### config.mk
export PLATFORM = sky130hd
export DESIGN_NAME = cmd_fwd_top
export DESIGN_NICKNAME = d
export VERILOG_FILES = /design/src/rtl/cmd_fwd_pkg.sv /design/src/rtl/cmd_stage.sv /design/src/rtl/lat_calc.sv /design/src/rtl/rd_strobe.sv /design/src/rtl/cmd_fwd_top.sv
export SDC_FILE = /design/constraint.sdc
export NUM_CORES = 1
export LEC_CHECK = 0
export ABC_AREA = 1
export BUFFER_PORTS_ARGS = -buffer_cell sky130_fd_sc_hd__buf_2
export CORE_ASPECT_RATIO = 1.1
export CORE_UTILIZATION = 51
export DETAILED_ROUTE_END_ITERATION = 8
export GPL_TIMING_DRIVEN = 1
export MAX_ROUTING_LAYER = met4
export PLACE_DENSITY = 0.88
export RECOVER_POWER = 100
export SLEW_MARGIN = 20
export SYNTH_ARGS = -nofsm -noshare
export SYNTH_HDL_FRONTEND = slang
export SYNTH_SLANG_ARGS = --single-unit
### constraint.sdc
create_clock -name clk -period 4.4 [get_ports clk]
set_input_delay 0 -clock clk [delete_from_list [all_inputs] [get_ports clk]]
set_output_delay 0 -clock clk [all_outputs]
set_load 0.05 [all_outputs]
### src/rtl/cmd_fwd_pkg.sv
package cmd_fwd_pkg;
  typedef struct packed {
    logic cke;
    logic cs_n;
    logic ras_n;
    logic cas_n;
    logic we_n;
  } ctl_t;

  localparam ctl_t CTL_IDLE = '{cke: 1'b0, cs_n: 1'b1, ras_n: 1'b1, cas_n: 1'b1, we_n: 1'b1};

  function automatic logic is_read(ctl_t c);
    return c.cke && !c.cs_n && c.ras_n && !c.cas_n && c.we_n;
  endfunction
endpackage

### src/rtl/cmd_stage.sv
module cmd_stage #(
  parameter int W = 8,
  parameter logic [W-1:0] IDLE = '0
) (
  input  logic         clk,
  input  logic         rst_n,
  input  logic         reg_mode,
  input  logic [W-1:0] d_i,
  output logic [W-1:0] d_o
);
  logic [W-1:0] q;

  always_ff @(posedge clk) begin
    if (!rst_n) q <= IDLE;
    else        q <= d_i;
  end

  always_comb begin
    if (!rst_n)        d_o = IDLE;
    else if (reg_mode) d_o = q;
    else               d_o = d_i;
  end

  // registered mode delays the whole bus by exactly one edge
  a_r1_one_cycle: assert property (@(posedge clk) disable iff (!rst_n)
    (reg_mode && $past(rst_n)) |-> (d_o == $past(d_i)));
endmodule

### src/rtl/lat_calc.sv
module lat_calc #(
  parameter int CL_W = 3,
  localparam int MCL_W = CL_W + 1
) (
  input  logic             clk,
  input  logic             rst_n,
  input  logic             reg_mode,
  input  logic [CL_W-1:0]  dev_cl,
  output logic [MCL_W-1:0] mod_cl
);
  always_comb mod_cl = {1'b0, dev_cl} + MCL_W'(reg_mode);

  // with a steady device latency the reported latency never moves after reset
  a_r3_lat_steady: assert property (@(posedge clk) disable iff (!rst_n)
    ($past(rst_n) && $stable(dev_cl)) |-> $stable(mod_cl));
endmodule

### src/rtl/rd_strobe.sv
module rd_strobe #(
  parameter int CL_W = 3,
  localparam int MCL_W = CL_W + 1,
  localparam int DEPTH = 2 ** CL_W
) (
  input  logic             clk,
  input  logic             rst_n,
  input  logic             rd_hit,
  input  logic [MCL_W-1:0] lat,
  output logic             strobe
);
  logic [DEPTH-1:0] sr;
  logic [MCL_W-1:0] idx;

  generate
    if (DEPTH == 1) begin : g_one
      always_ff @(posedge clk) begin
        if (!rst_n) sr <= '0;
        else        sr <= rd_hit;
      end
    end else begin : g_many
      always_ff @(posedge clk) begin
        if (!rst_n) sr <= '0;
        else        sr <= {sr[DEPTH-2:0], rd_hit};
      end
    end
  endgenerate

  always_comb begin
    idx    = lat - 1'b1;
    strobe = 1'b0;
    if (lat != '0 && lat <= MCL_W'(DEPTH)) strobe = sr[idx[CL_W-1:0]];
  end

  // the strobe stays low in the first cycle out of reset
  a_r5_quiet_after_reset: assert property (@(posedge clk) disable iff (!rst_n)
    !$past(rst_n) |-> !strobe);
  // a zero latency never yields a strobe
  a_r7_zero_lat: assert property (@(posedge clk) disable iff (!rst_n)
    (lat == '0) |-> !strobe);
endmodule

### src/rtl/cmd_fwd_top.sv
module cmd_fwd_top #(
  parameter int ROW_W = 13,
  parameter int COL_W = 11,
  parameter int BA_W  = 2,
  parameter int CL_W  = 3,
  localparam int ADDR_W = (ROW_W > COL_W) ? ROW_W : COL_W,
  localparam int MCL_W  = CL_W + 1,
  localparam int CTL_W  = $bits(cmd_fwd_pkg::ctl_t),
  localparam int BUS_W  = CTL_W + BA_W + ADDR_W
) (
  input  logic              clk,
  input  logic              rst_n,
  input  logic              reg_sel,
  input  logic [CL_W-1:0]   dev_cl_i,
  input  logic              h_cke,
  input  logic              h_cs_n,
  input  logic              h_ras_n,
  input  logic              h_cas_n,
  input  logic              h_we_n,
  input  logic [BA_W-1:0]   h_ba,
  input  logic [ADDR_W-1:0] h_addr,
  output logic              d_cke,
  output logic              d_cs_n,
  output logic              d_ras_n,
  output logic              d_cas_n,
  output logic              d_we_n,
  output logic [BA_W-1:0]   d_ba,
  output logic [ADDR_W-1:0] d_addr,
  output logic [MCL_W-1:0]  mod_cl_o,
  output logic              rd_valid_o
);
  import cmd_fwd_pkg::*;

  localparam logic [BUS_W-1:0] BUS_IDLE = {CTL_IDLE, {BA_W{1'b0}}, {ADDR_W{1'b0}}};

  logic mode_q;
  ctl_t h_ctl, d_ctl;
  logic [BUS_W-1:0] h_bus, d_bus;
  logic rd_hit;

  // mode pin is only looked at while reset is held
  always_ff @(posedge clk) begin
    if (!rst_n) mode_q <= reg_sel;
  end

  always_comb begin
    h_ctl = '{cke: h_cke, cs_n: h_cs_n, ras_n: h_ras_n, cas_n: h_cas_n, we_n: h_we_n};
    h_bus = {h_ctl, h_ba, h_addr};
    rd_hit = rst_n && is_read(h_ctl);
  end

  cmd_stage #(.W(BUS_W), .IDLE(BUS_IDLE)) u_stage (
    .clk(clk), .rst_n(rst_n), .reg_mode(mode_q), .d_i(h_bus), .d_o(d_bus)
  );

  always_comb begin
    {d_ctl, d_ba, d_addr} = d_bus;
    d_cke   = d_ctl.cke;
    d_cs_n  = d_ctl.cs_n;
    d_ras_n = d_ctl.ras_n;
    d_cas_n = d_ctl.cas_n;
    d_we_n  = d_ctl.we_n;
  end

  lat_calc #(.CL_W(CL_W)) u_lat (
    .clk(clk), .rst_n(rst_n), .reg_mode(mode_q), .dev_cl(dev_cl_i), .mod_cl(mod_cl_o)
  );

  rd_strobe #(.CL_W(CL_W)) u_rd (
    .clk(clk), .rst_n(rst_n), .rd_hit(rd_hit), .lat(mod_cl_o), .strobe(rd_valid_o)
  );

  // buffered mode shows host pins at device pins in the same cycle
  a_r2_passthru: assert property (@(posedge clk) disable iff (!rst_n)
    !mode_q |-> (d_cs_n == h_cs_n && d_cke == h_cke && d_addr == h_addr && d_ba == h_ba));
  // the sampled mode cannot move outside reset
  a_r6_mode_frozen: assert property (@(posedge clk) disable iff (!rst_n)
    $past(rst_n) |-> $stable(mode_q));
endmodule

### Word-level counts from Yosys, hierarchy flattened

Cells that the tools add are included.

| word-level totals | value |
|---|---|
| output and inout port bits | 25 |
| register bits after elaboration | 29 |
| input port bits | 26 |
| logic and storage cells | 21 |

| cells by class | value |
|---|---|
| muxes and demuxes | 5 |
| order comparisons | 2 |
| add/subtract/negate cells | 2 |
| reductions and logical operators | 9 |

Operator list:

| kind | number |
|---|---|
| 2-to-1 mux 20 bit | 2 |
| logical AND 1 bit | 6 |
| adder 3 x 1 -> 4 bit | 1 |
| less-or-equal comparator 4 bit (second input constant) | 1 |
| less-than comparator 3 x 4 -> 1 bit (second input constant) | 1 |
| nonzero test 4 bit | 1 |
| binary-select mux 1 bit (select 3 bit) | 1 |
| subtractor 3 x 1 -> 3 bit (second input constant) | 1 |
| zero test 1 bit | 2 |
| 2-to-1 mux 1 bit | 2 |

### Logic depth before layout (Yosys ltp)

| logic depth | value |
|---|---|
| depth in word-level cells | 6 |
| gate-level depth with buffers | 10 |
| depth with buffers taken out | 10 |

### Cells and area by module

Synthesis repeated with hierarchy kept, for this count alone.

| second synthesis, totals | value |
|---|---|
| cell total of the unflattened synthesis | 231 |
| area total of the unflattened synthesis | 1,447.6 µm² |

By module, submodules not included:

| module | area each (µm²) | times used | sequential area each (µm²) | cells an instance |
|---|---|---|---|---|
| cmd_stage | 969.7 | 1 | 400.4 | 161 |
| rd_strobe | 355.3 | 1 | 160.2 | 51 |
| cmd_fwd_top | 68.8 | 1 | 30.0 | 10 |
| lat_calc | 53.8 | 1 | 0.0 | 9 |

### Worst setup path before layout

OpenSTA, ideal clock, no wires.

| timing | value |
|---|---|
| kind | flip-flop to output port |
| start point | reg mode_q |
| end point | out rd_valid_o |
| arrival | 2.573 ns |
| stages on the path, launching flop included | 11 |
| path slack | 1.827 ns |
| required time | 4.400 ns |
| cells stage by stage | edfxtp_1 > ha_1 > ha_1 > inv_1 > ha_1 > inv_1 > nand3_1 > nand2_1 > nand2_1 > nand2_1 > nor2_1 |

| between the ends | value |
|---|---|
| cells in the longest elaborated chain, start to end | 5 |
| elaborated cells between the ends (all ways) | 8 |
| those cells by class | add/sub (2); order compare (1); mux (3); reduce/logical (2) |

RTL lines:

| what | RTL line | source |
|---|---|---|
| from (decl) | cmd_fwd_top.sv:36 | `logic mode_q;` |
| from (signal assigned) | cmd_fwd_top.sv:43 | `if (!rst_n) mode_q <= reg_sel;` |
| adder 3 x 1 -> 4 bit * | lat_calc.sv:11 | `always_comb mod_cl = {1'b0, dev_cl} + MCL_W'(reg_mode);` |
| via mod_cl_o[1] | cmd_fwd_top.sv:29 | `output logic [MCL_W-1:0] mod_cl_o,` |
| subtractor 3 x 1 -> 3 bit | rd_strobe.sv:30 | `idx = lat - 1'b1;` |
| binary-select mux 1 bit (select 3 bit) | rd_strobe.sv:32 | `if (lat != '0 && lat <= MCL_W'(DEPTH)) strobe = sr[idx[CL_W-1:0]];` |
| 2-to-1 mux 1 bit (not written as such) | rd_strobe.sv:32 |  |
| 2-to-1 mux 1 bit * | rd_strobe.sv:32 |  |
| to (decl) | cmd_fwd_top.sv:30 | `output logic rd_valid_o` |

The timed path passes the listed nets; every way through them passes the cells marked *. The select of a mux whose other input is x is not followed.

### Worst setup path in the final report

| timing | value |
|---|---|
| start point | reg mode_q |
| end point | out rd_valid_o |

| between the ends | value |
|---|---|
| cells in the longest elaborated chain, start to end | 5 |
| elaborated cells between the ends (all ways) | 8 |
| those cells by class | add/sub (2); order compare (1); mux (3); reduce/logical (2) |

RTL lines:

| what | RTL line |
|---|---|
| adder 3 x 1 -> 4 bit * | lat_calc.sv:11 |
| subtractor 3 x 1 -> 3 bit | rd_strobe.sv:30 |
| binary-select mux 1 bit (select 3 bit) | rd_strobe.sv:32 |
| 2-to-1 mux 1 bit (not written as such) | rd_strobe.sv:32 |
| 2-to-1 mux 1 bit * | rd_strobe.sv:32 |

Mark *: on every way between the ends. The rest lies on a longest branch, timed or not. The select of a mux whose other input is x is not followed.

==> out/results.txt <==
status: finished with violations
failing checks: max-capacitance violations, max-slew violations
vias in the first global route: 1299
# setup viols final: 0
filler cell count: 216
final hold vios: 0
total gr overflow: 0
Layout Nets: 298
core area: 2470 sq um
CP max-delay cell: edfxtp_1
initial antenna violation count: 0
number of diodes: 0
cts bufs inserted: 5
Setup CP Type: reg -> out
CTS Sinks: 29
CP Launch Type: flop
Port Buf Inserts: 50
final wirelength: 3.17 mm
relative slew slack: -5.63%
GRT Util Overall: 26.8%
first-pass GRT wire length: 5.49 mm
Worst R2R Path Depth: 2
hold wc startpoint: reg_sel
Root Driver: clkbuf_4
Vias: 1377
Post-Syn Area: 1320 sq um
WHS: 0.393 ns
FF+latch count, synth: 29
GPL Wtd Cong: 0.837
Peak supply drop: 0.000411 V
mean routed wirelength per cell: 10.6 um
average vias per placed instance: 4.59
Routed Antenna Nets: 0
Die W: 50.6 um
TritonCTS clock tree: done
sequential area share after synthesis: 44.7%
die area: 2800 sq um
Power Density: 357 nW/um^2
Crit Path Max Fanout: 25
YS warnings: 0
largest net degree at the start of global routing: 46
clk_lat worst skew: 0.32 ns
share of cells above drive strength 1: 14.1%
CP arrival: 2.88 ns
DRT Pass-1 Iters: 4
Iter 0 DRT Violations: 26
Cells after Synth: 197
# rows: 19
Synth Net Count: 227
H-tree levels: 2
Fmax achieved: 0.347 GHz
hold path depth: 2
Die H: 55.4 um
Critical Path Start: mode_q
Req. time, crit path: 4.40 ns
DP HPWL: 1.88 mm
Fin Setup TNS: 0 ns
DRC viols: 0
worst reg2reg startpoint: u_rd.sr[6]
P&R area growth vs syn: 38.0%
Distinct cells, synth: 18
average size of a mapped cell: 6.71 sq um
Tcrit/Tclk final: 65.5%
crit end category: primary output
worst clock skew: 0.0000945 ns
critical path cell sequence: ha_1 > ha_1 > inv_1 > ha_1 > inv_1 > nand3_1 > nand2_1 > nand2_1 > nand2_1 > nor2_1 > clkbuf_1
Leak: 1.01 nW
worst-margin pin slew: 1.58 ns
Worst-path clk slew: 0.09 ns
crit-path max cell delay: 0.71 ns
io pins: 51
Final Slew Violations: 46
unrepaired setup endpoints after global routing: no
max cap viols: 1
Initial Util: 53.5%
Bufs on Longest Clock Path: 2
worst hold path type: in -> reg
minimum clock period: 2.88 ns
==> per-stage QoR <==
| stage | cell area [sq um] | cells | setup slack [ns] | power [mW] | utilization (%) |
|---|---|---|---|---|---|
| 2_1_floorplan | 1320 | 197 | 1.83 | 0.424 | - |
| 3_3_place_gp | 1570 | 270 | 2.14 | 0.460 | 63.4 |
| 3_5_place_dp | 1570 | 270 | 2.10 | 0.463 | 63.4 |
| 4_1_cts | 1860 | 300 | 1.73 | 0.657 | 75.1 |
| 5_1_grt | 1830 | 300 | 1.25 | 0.686 | 73.8 |
| 6_report | 1830 | 300 | 1.52 | 0.651 | 73.8 |
==> logic make-up after synthesis <==
family                   share of synthesized area, %
AO/OA/AOI/OAI                                    8.33
adder cells (fa/ha/maj)                          3.78
buffers and inverters                            13.1
flip-flops                                       44.7
AND/OR/NAND/NOR                                  30.2
==> Yosys cell counts (all sizes together) <==
cell type / count / share of area [%]
a21oi: 3 / 1.1
buf: 8 / 3.4
dfxtp: 28 / 42
edfxtp: 1 / 2.3
ha: 4 / 3.8
inv: 34 / 9.6
nand2: 52 / 15
nand3: 10 / 3.8
nand4: 1 / 0.47
nor2: 35 / 10
nor3: 1 / 0.38
o21ai: 19 / 7.2
or2: 1 / 0.47
==> layout by cell type, fill, tap and decap left out <==
master and count:
clkbuf_2 1, clkbuf_1 25, buf_2 24, nand3_1 10, nor3_1 1, clkbuf_4 5
a21oi_1 3, edfxtp_1 1, nand2_1 51, nor2_1 34, clkinv_2 1, nand4_1 1
dfxtp_1 28, ha_1 4, dlygate4sd3_1 22, o21ai_0 14, nand2_2 1, o21ai_1 5
inv_1 31, nor2_2 1, inv_2 3, clkbuf_8 2, or2_1 1
==> where the power goes <==
part           leakage (nW)  internal [mW]  switching [mW]
Combinational         0.728         0.0541           0.134
Clock                0.0413         0.0925          0.0889
Sequential            0.241          0.275         0.00733
==> flip-flops by register name (all words and copies together), names as in the netlist <==
register   cells
mode_q         1
u_rd.sr        8
u_stage.q     20
==> final timing paths <==
check	endpoint	slack (ns)
setup / recovery	rd_valid_o	1.52
setup reg to reg	u_rd.sr[7]	3.85
hold / removal	mode_q	0.39
hold reg to reg	u_rd.sr[4]	0.44
==> layout make-up <==
cell class	instances	area, sq um	share of cell area, %
multi-input cells	126	559	30.6
flip-flops and latches	29	591	32.4
clock buffers	7	65.1	3.56
well taps	31	38.8	2.12
repair buffers	72	439	24.1
inverters	34	128	6.99
clock inverters	1	5.00	0.274
==> per-layer routing <==
| metal | vias up | global-route usage (%) | wire length [um] |
|---|---|---|---|
| met5 | - | - | 0 |
| met4 | 0 | 8.33 | 31 |
| met3 | 4 | 7.44 | 169 |
| met2 | 42 | 47.2 | 1650 |
| met1 | 595 | 28.6 | 1320 |
| li1 | 736 | - | - |
==> worst max-delay path, delay by kind of cell (launching register included) <==
family,cells,cell delay (ns)
flops,1,0.71
simple gates,5,0.30
buf+inv,3,0.59
fa+ha+maj,3,0.95
==> what timing repair did <==
item / 4_1_cts / 5_1_grt
hold buffers: 22 / 0
hold endpoints to repair: 22 / 0
gates resized for setup: 0 / 0
setup endpoints to repair: 0 / 0
setup buffers: 0 / 0
(Power assumes the default switching activity.)
